**config.mk**
```make
export PLATFORM = sky130hd
export DESIGN_NAME = ebus_turn_ctrl
export DESIGN_NICKNAME = d
export VERILOG_FILES = /design/src/rtl/ebt_pkg.sv /design/src/rtl/ebt_down_cnt.sv /design/src/rtl/ebt_req_reg.sv /design/src/rtl/ebus_turn_ctrl.sv
export SDC_FILE = /design/constraint.sdc
export NUM_CORES = 1
export LEC_CHECK = 0
export BUFFER_PORTS_ARGS = -buffer_cell sky130_fd_sc_hd__buf_2
export CAP_MARGIN = 40
export CORE_MARGIN = 4
export CORE_UTILIZATION = 43
export CTS_CLUSTER_SIZE = 28
export DETAILED_ROUTE_END_ITERATION = 7
export PLACE_DENSITY = 0.82
export SETUP_SLACK_MARGIN = 0.15
export SLEW_MARGIN = 5
export SYNTH_ARGS = -nofsm -noshare
export SYNTH_HDL_FRONTEND = slang
export SYNTH_SLANG_ARGS = --single-unit
```
**constraint.sdc**
```tcl
create_clock -name clk -period 1.53 [get_ports clk]
set_input_delay 0.153 -clock clk [delete_from_list [all_inputs] [get_ports clk]]
set_output_delay 0.153 -clock clk [all_outputs]
set_load 0.05 [all_outputs]
```
**src/rtl/ebt_pkg.sv**
```systemverilog
// Shared types for the external bus turnaround sequencer.
package ebt_pkg;
    // Sequencer states; one access is in flight at a time.
    typedef enum logic [2:0] {
        ST_IDLE  = 3'd0,   // waiting for a request
        ST_INT   = 3'd1,   // on-chip access, one cycle
        ST_TURN  = 3'd2,   // write-to-read turnaround cycle
        ST_FLOAT = 3'd3,   // waiting for the float count to expire
        ST_STRB  = 3'd4,   // strobe low, programmed waits counted here
        ST_HOLD  = 3'd5    // write data hold after the strobe rises
    } ebt_state_t;
endpackage

```
**src/rtl/ebt_down_cnt.sv**
```systemverilog
// Loadable down counter that stops at zero.
// Assumes: load takes priority over decrement; decrement at zero has no effect.
module ebt_down_cnt #(
    parameter int W = 3
) (
    input  logic         clk,
    input  logic         rst_n,
    input  logic         load,
    input  logic [W-1:0] load_val,
    input  logic         dec,
    output logic [W-1:0] cnt
);
    // Load, or count down toward zero.
    always_ff @(posedge clk) begin
        if (!rst_n)
            cnt <= '0;
        else if (load)
            cnt <= load_val;
        else if (dec && cnt != '0)
            cnt <= cnt - 1'b1;
    end
endmodule

```
**src/rtl/ebt_req_reg.sv**
```systemverilog
// Holds the accepted request for the length of the external access.
// Assumes: capture is pulsed only when the sequencer accepts a request.
module ebt_req_reg #(
    parameter int ADDR_W = 16,
    parameter int DATA_W = 16
) (
    input  logic              clk,
    input  logic              rst_n,
    input  logic              capture,
    input  logic              in_write,
    input  logic [ADDR_W-1:0] in_addr,
    input  logic [DATA_W-1:0] in_data,
    output logic              q_write,
    output logic [ADDR_W-1:0] q_addr,
    output logic [DATA_W-1:0] q_data
);
    // Register the request fields on acceptance.
    always_ff @(posedge clk) begin
        if (!rst_n) begin
            q_write <= 1'b0;
            q_addr  <= '0;
            q_data  <= '0;
        end else if (capture) begin
            q_write <= in_write;
            q_addr  <= in_addr;
            q_data  <= in_data;
        end
    end
endmodule

```
**src/rtl/ebus_turn_ctrl.sv**
```systemverilog
// External bus access sequencer with write-to-read turnaround.
// Runs one access at a time. External accesses drive the chip select and
// the strobes. Programmed waits stretch the strobe, a float count after
// reads holds off the next external access, and one turnaround cycle
// separates an external write from a following external read. On-chip
// accesses finish in one cycle and leave the pins idle.
// Assumes: cfg inputs are stable while an access is in flight.
module ebus_turn_ctrl
    import ebt_pkg::*;
#(
    parameter int ADDR_W  = 16,
    parameter int DATA_W  = 16,
    parameter int WAIT_W  = 3,
    parameter int FLOAT_W = 3
) (
    input  logic               clk,
    input  logic               rst_n,
    input  logic               req_valid,
    input  logic               req_write,
    input  logic               req_ext,
    input  logic [ADDR_W-1:0]  req_addr,
    input  logic [DATA_W-1:0]  req_wdata,
    input  logic [WAIT_W-1:0]  cfg_wait,
    input  logic [FLOAT_W-1:0] cfg_float,
    output logic               req_ready,
    output logic               done,
    output logic [DATA_W-1:0]  rd_data,
    output logic               ext_cs_n,
    output logic               ext_rd_n,
    output logic               ext_wr_n,
    output logic [ADDR_W-1:0]  ext_addr,
    output logic [DATA_W-1:0]  ext_dout,
    output logic               ext_doe,
    input  logic [DATA_W-1:0]  ext_din
);
    ebt_state_t          state, state_nx;
    logic                accept;
    logic                cur_write;
    logic                last_ext_wr;
    logic                finish_rd;
    logic                wait_zero;
    logic                float_busy;
    logic [WAIT_W-1:0]   wait_cnt;
    logic [FLOAT_W-1:0]  float_cnt;

    assign accept     = (state == ST_IDLE) && req_valid;
    assign wait_zero  = (wait_cnt == '0);
    assign float_busy = (float_cnt != '0);
    assign finish_rd  = (state == ST_STRB) && wait_zero && !cur_write;

    ebt_req_reg #(.ADDR_W(ADDR_W), .DATA_W(DATA_W)) u_req (
        .clk      (clk),
        .rst_n    (rst_n),
        .capture  (accept),
        .in_write (req_write),
        .in_addr  (req_addr),
        .in_data  (req_wdata),
        .q_write  (cur_write),
        .q_addr   (ext_addr),
        .q_data   (ext_dout)
    );

    // Programmed wait counter: loaded on accept, counted during the strobe.
    ebt_down_cnt #(.W(WAIT_W)) u_wait (
        .clk      (clk),
        .rst_n    (rst_n),
        .load     (accept),
        .load_val (cfg_wait),
        .dec      (state == ST_STRB),
        .cnt      (wait_cnt)
    );

    // Float counter: loaded at read completion, free-running down to zero.
    ebt_down_cnt #(.W(FLOAT_W)) u_float (
        .clk      (clk),
        .rst_n    (rst_n),
        .load     (finish_rd),
        .load_val (cfg_float),
        .dec      (1'b1),
        .cnt      (float_cnt)
    );

    // Next-state selection for the access sequence.
    always_comb begin
        state_nx = state;
        case (state)
            ST_IDLE: begin
                if (req_valid) begin
                    if (!req_ext)
                        state_nx = ST_INT;
                    else if (!req_write && last_ext_wr)
                        state_nx = ST_TURN;
                    else if (float_busy)
                        state_nx = ST_FLOAT;
                    else
                        state_nx = ST_STRB;
                end
            end
            ST_INT:   state_nx = ST_IDLE;
            ST_TURN:  state_nx = float_busy ? ST_FLOAT : ST_STRB;
            ST_FLOAT: if (!float_busy) state_nx = ST_STRB;
            ST_STRB:  if (wait_zero) state_nx = cur_write ? ST_HOLD : ST_IDLE;
            ST_HOLD:  state_nx = ST_IDLE;
            default:  state_nx = ST_IDLE;
        endcase
    end

    // State register.
    always_ff @(posedge clk) begin
        if (!rst_n)
            state <= ST_IDLE;
        else
            state <= state_nx;
    end

    // Completion pulse, turnaround memory and read data capture.
    always_ff @(posedge clk) begin
        if (!rst_n) begin
            done        <= 1'b0;
            last_ext_wr <= 1'b0;
            rd_data     <= '0;
        end else begin
            done <= (state == ST_INT) || (state == ST_HOLD) || finish_rd;
            if (state == ST_HOLD)
                last_ext_wr <= 1'b1;
            else if (state == ST_INT || finish_rd)
                last_ext_wr <= 1'b0;
            if (finish_rd)
                rd_data <= ext_din;
        end
    end

    // Pin decode from the current state.
    always_comb begin
        req_ready = (state == ST_IDLE);
        ext_cs_n  = !((state == ST_STRB) || (state == ST_HOLD));
        ext_rd_n  = !((state == ST_STRB) && !cur_write);
        ext_wr_n  = !((state == ST_STRB) && cur_write);
        ext_doe   = ((state == ST_STRB) || (state == ST_HOLD)) && cur_write;
    end
endmodule

```
Word-level counts from Yosys, hierarchy flattened
Index checks and enable logic that the tools add are counted.
Storage, ports and cells
  register bits: 60
  bits in latches: 0
  memory bits (writable): 0
  bits in read-only memories: 0
  input bits: 59
  output and inout bits: 54
  logic and storage cells: 58
  memories kept: 0
Operators by class
  add/sub/neg operators: 2
  $mul: 0
  div/mod/pow operators: 0
  $lt $le $gt $ge: 0
  equality and inequality tests: 8
  shift operators: 0
  multiplexer cells: 14
  bitwise operators: 0
  reduce and logical (&&, ||, !) cells: 25
Operators with widths (count)
  2-to-1 mux 3 bit: 11
  one-hot mux 3 bit (4 select lines): 1
  logical AND 1 bit: 8
  == test 3 x 2 -> 1 bit (second input constant): 2
  == test 3 bit (second input constant): 2
  zero test 3 bit: 2
  inequality test 2 bit (second input constant): 3
  nonzero test 2 bit: 3
  nonzero test 3 bit: 2
  subtractor 3 x 1 -> 3 bit (second input constant): 2
  zero test 1 bit: 5
  logical OR 1 bit: 4
  == test 3 x 1 -> 1 bit (second input constant): 1
  AND reduction 3 bit: 1
  2-to-1 mux 1 bit: 2

Longest topological paths before layout
  word-level depth: 6
  depth in mapped cells: 8
  gate-level depth less buffers: 7

Modules after synthesis
Synthesis repeated with hierarchy kept, for this count alone.
Unflattened totals
  cells, all modules: 269
  area, all modules: 2672.6 um2
By module, submodules not included
  ebt_req_reg: instances 1, cells each 106, area each 1280.0 um2, seq. area each 660.6 um2
  ebus_turn_ctrl: instances 1, cells each 121, area each 1022.2 um2, seq. area each 420.4 um2
  ebt_down_cnt: instances 2, cells each 21, area each 185.2 um2, seq. area each 60.1 um2

Worst setup path before layout
Ideal clock, no wire load.
  kind: reg-to-output
  start point: reg state[2]
  end point: out ext_doe
  arrival time: 1638 ps
  data required time: 1377 ps
  path slack: -261 ps
  cell stages (with the launch flop): 4
  path buffers: 1
  cells stage by stage: dfxtp_1 > buf_2 > nand2b_1 > nor2_1
Between the ends
  longest elaborated chain between the ends: 3
  elaborated cells between the ends (all ways): 4
  those cells by class: eq/ne (2); reduce/logical (2)
RTL lines
  from (decl): RTL line ebus_turn_ctrl.sv:36  | ebt_state_t state, state_nx;
  from (signal assigned): RTL line ebus_turn_ctrl.sv:113  | state <= state_nx;
  == test 3 bit: RTL line ebus_turn_ctrl.sv:139  | ext_doe = ((state == ST_STRB) || (state == ST_HOLD)) && cur_write;
  logical OR 1 bit *: RTL line ebus_turn_ctrl.sv:139
  logical AND 1 bit *: RTL line ebus_turn_ctrl.sv:139
  to (decl): RTL line ebus_turn_ctrl.sv:33  | output logic ext_doe,
Every way passes the cells marked *; elsewhere a longest branch is shown, timed or not.

Worst setup path in the final report
  start point: reg u_wait.cnt[1]
  end point: reg u_wait.cnt[1]
Between the ends
  longest elaborated chain between the ends: 3
  elaborated cells between the ends (all ways): 6
  those cells by class: add/sub (1); mux (2); reduce/logical (3)
RTL lines
  from (decl): RTL line ebt_down_cnt.sv:11  | output logic [W-1:0] cnt
  from (signal assigned): RTL line ebt_down_cnt.sv:18  | cnt <= load_val;
  from (signal assigned): RTL line ebt_down_cnt.sv:20  | cnt <= cnt - 1'b1;
  subtractor 3 x 1 -> 3 bit or nonzero test 3 bit (tied branches): RTL line ebt_down_cnt.sv:20, ebt_down_cnt.sv:19
  2-to-1 mux 3 bit or logical AND 1 bit (tied branches): RTL line ebt_down_cnt.sv:19  | else if (dec && cnt != '0)
  2-to-1 mux 3 bit or nonzero test 2 bit (tied branches)
Several ways; a longest one is shown, not always the timed one. The select of a mux whose other input is x is not followed.
A chain may end at the register's enable or synchronous reset.

==> flow_summary.yaml <==
worst_setup_path:
  critical_path.max_stage_delay_ns: 0.35
  worstPathMaxFanout: 6
  worst_path_max_delay_cell: "nor4b_4"
  path_class: "reg -> reg"
  r2r-end: "u_wait.cnt[1]"
  r2r-start: "u_wait.cnt[1]"
  crit_buf_inv: 1
  cpLargestDelayFamily: "simple AND/OR/NAND/NOR gates"
  r2r_cells: 7
  worstPathRequired_ns: 1.74
  cp_cell_sequence: "inv_2 -> ha_4 -> ha_4 -> nor4b_4 -> nand2_1 -> o21ai_0 -> o21ai_1"
  arrival_ns: 1.65
  r2r_setup_slack_ns: 0.09
  crit_path_frequent_cell: "ha_4"
  crit_path_start_kind: "register"
  end_kind: "register"
sta:
  maxSlewHeadroom_pct: 74.9
  rsz0062_at_grt: "true"
  finalSetupTns_ns: 0
  fin_ws_ns: 0.0948
  setup_viol: 0
  worst_pin_slew_ns: 0.376
  post-route-period-util_pct: 93.8
  skew_ns: 0.00977
  max_freq_mhz: 697
  hold_violations: 0
  whs_ns: 0.0498
  slew_viol_final: 0
  fin_crit_ns: 1.44
worst_hold_path:
  hold_end: "u_req.q_addr[3]"
  hold_path_class: "in -> reg"
  hold_depth: 3
  worstHoldStart: "req_addr[3]"
power:
  peakVddDrop_mv: 1.04
  p_seq_share_pct: 30.4
  switching_share_pct: 42.4
  intPower_w: 0.00397
  comb_power_share_pct: 49.0
  p_leak_nw: 1.65
  p_clk_share_pct: 20.6
  power_density_nw_per_um2: 1850
  p_switching_w: 0.00292
drt:
  routedWlPerCell_microns: 13.0
  drt-vias-per-instance: 4.72
  dr.first_iter.drc_count: 105
  num_vias: 2383
  routed_wl_mm: 6.55
  dr.pass1.iters: 4
  drc: 0
  ant_nets: 0
final_layout:
  syn_to_final_growth_pct: 38.6
  layout_common_cells: "buf_2 (107), nand2_1 (101), dfxtp_1 (55)"
  drive_above_1_share_pct: 48.4
  design_area_sq_um: 3710
  nets: 488
  final_common_cell: "buf_2"
  antenna_cells: 0
  final_util_pct: 62.0
place:
  gp_congestion: 0.847
  dpl_worst_slack_ns: -0.000281
  hpwl_mm: 4.58
  place_area_sq_um: 3300
  numPortBuffers: 112
floorplanning:
  start_util_pct: 44.7
  pin_count: 113
  die_area_sq_um: 7560
  core_sq_um: 5990
  die_h_microns: 86.9
  std_cell_rows: 28
  die_x_microns: 86.9
grt:
  grt_pass1_wl_mm: 10.0
  grt_pass1_vias: 2328
  grt_use_total_pct: 16.7
  overflow: 0
  grt_max_degree: 36
  antenna_found_initial: 0
logic_synthesis:
  synth_compound_area_share_pct: 23.2
  yosys.area_share.xor_xnor_pct: 0.327
  synthMuxAreaShare_pct: 0
  ys_seq_area_share_pct: 44.8
  synth_simple_gate_area_share_pct: 23.0
  yosysWarnings: 0
  synth-seq-cells: 60
  syn_area_sq_um: 2680
  post_synth_fa_ha_maj_area_fraction_pct: 1.87
  ys_top_cells_by_area: "dfxtp_1 (45%), nand2_1 (15%), a21boi_2 (12%), a21boi_0 (4.8%), a21boi_1 (2.8%)"
  synth_top_family_by_area: "compound AO/OA/AOI/OAI gates"
  yosysUniqueCellTypes: 34
  synth_nets: 363
  syn_inst: 300
  yosysTopAreaCell: "dfxtp_1"
  yosysTopAreaCellShare_pct: 44.8
  avgSynthCellArea_sq_um: 8.93
run:
  cap_violations: 0
clock_network:
  clkSinkCount: 60
  hold_buffers: 0
  cts_root_buffer: "clkbuf_8"
  cts_tree: "yes"
  clk_latency_ns: 0.33
  clk_path_buf_depth: 2
  numCtsBuffers: 9
  htree_levels: 3
  path_clk_slew_ns: 0.07
run_status:
  status: "completed"
## sequential cells by signal, indices dropped and copies added (netlist names), 3 cells and up
register      count
state             3
u_float.cnt       3
u_req.q_data     16
u_req.q_addr     16
u_wait.cnt        3
rd_data          16
## what timing repair did
item	CTS	global route
setup buffers	2	5
pin swaps	7	5
gates cloned	0	3
endpoints found under the setup margin	63	55
endpoints found under the hold margin	0	0
resized for setup	19	26
## power by group through the flow
stage          registers (W)  clock network, W  logic (W)
2_1_floorplan        0.00278                 0    0.00165
5_1_grt              0.00213           0.00152    0.00365
3_3_place_gp         0.00209                 0    0.00277
6_report             0.00209           0.00142    0.00337
4_1_cts              0.00210           0.00146    0.00299
3_5_place_dp         0.00210                 0    0.00283
## worst max path at each step
stage | startpoint | cells past startpoint | to
after floorplan | state[1] | 7 | u_req.q_addr[10]
after global placement | u_wait.cnt[0] | 6 | u_wait.cnt[0]
after detailed placement | u_wait.cnt[0] | 6 | u_wait.cnt[0]
after CTS | u_wait.cnt[1] | 6 | u_wait.cnt[0]
after global routing | u_wait.cnt[1] | 7 | u_wait.cnt[2]
final | u_wait.cnt[1] | 7 | u_wait.cnt[1]
## worst reg2reg max path, stage by stage, from the launching register on
cell and delay [ns]:
dfxtp_2 0.34, inv_2 0.04, ha_4 0.15, ha_4 0.17
nor4b_4 0.35, nand2_1 0.08, o21ai_0 0.09, o21ai_1 0.10
## cell families after synthesis
group	after synthesis
and+or+nand+nor	137
AOI/OAI and AO/OA	72
DFF	60
buffers and inverters	26
adders and majority gates	4
xor gates and xnor gates	1
## routing by layer
| layer | global-route usage [%] | share of wire, % | vias up |
|---|---|---|---|
| met1 | 18.9 | 43 | 1070 |
| met2 | 29.5 | 50 | 64 |
| met4 | 8.36 | 1.1 | 0 |
| li1 | - | - | 1243 |
| met5 | 0 | 0 | - |
| met3 | 3.41 | 5.9 | 6 |
## cells in the mapped netlist
library cell	count
buf_4	2
buf_8	2
nand3_1	7
o21bai_1	1
ha_1	4
a21boi_1	10
nor2b_1	2
o21ai_0	9
dfxtp_1	60
nor4b_4	1
a21boi_0	17
and2_4	1
o211ai_1	1
nor3_4	1
nand2_2	6
o2111ai_1	1
xnor2_1	1
nor3b_1	1
o211a_1	1
nand3b_1	2
a21bo_2	1
a21oi_1	3
nand4_1	2
nand2_1	105
a21boi_2	28
inv_1	7
buf_12	2
nor2_1	2
buf_6	2
buf_2	5
and3_1	2
and4_1	1
clkbuf_1	6
nand2b_1	4
## cell type report
type                            count  area, sq um
Fill cell                         540         2280
Multi-Input combinational cell    217         1410
Sequential cell                    60         1210
Timing Repair Buffer              130          766
Clock buffer                       12          155
Tap cell                           75         93.8
Clock inverter                      4         47.5
Inverter                            7         26.3
## per-stage QoR
step,power (W),instances
2_1_floorplan,0.00443,300
3_3_place_gp,0.00486,479
3_5_place_dp,0.00493,479
4_1_cts,0.00654,497
5_1_grt,0.00730,505
6_report,0.00689,505
Power figures use the tool's default switching activity.
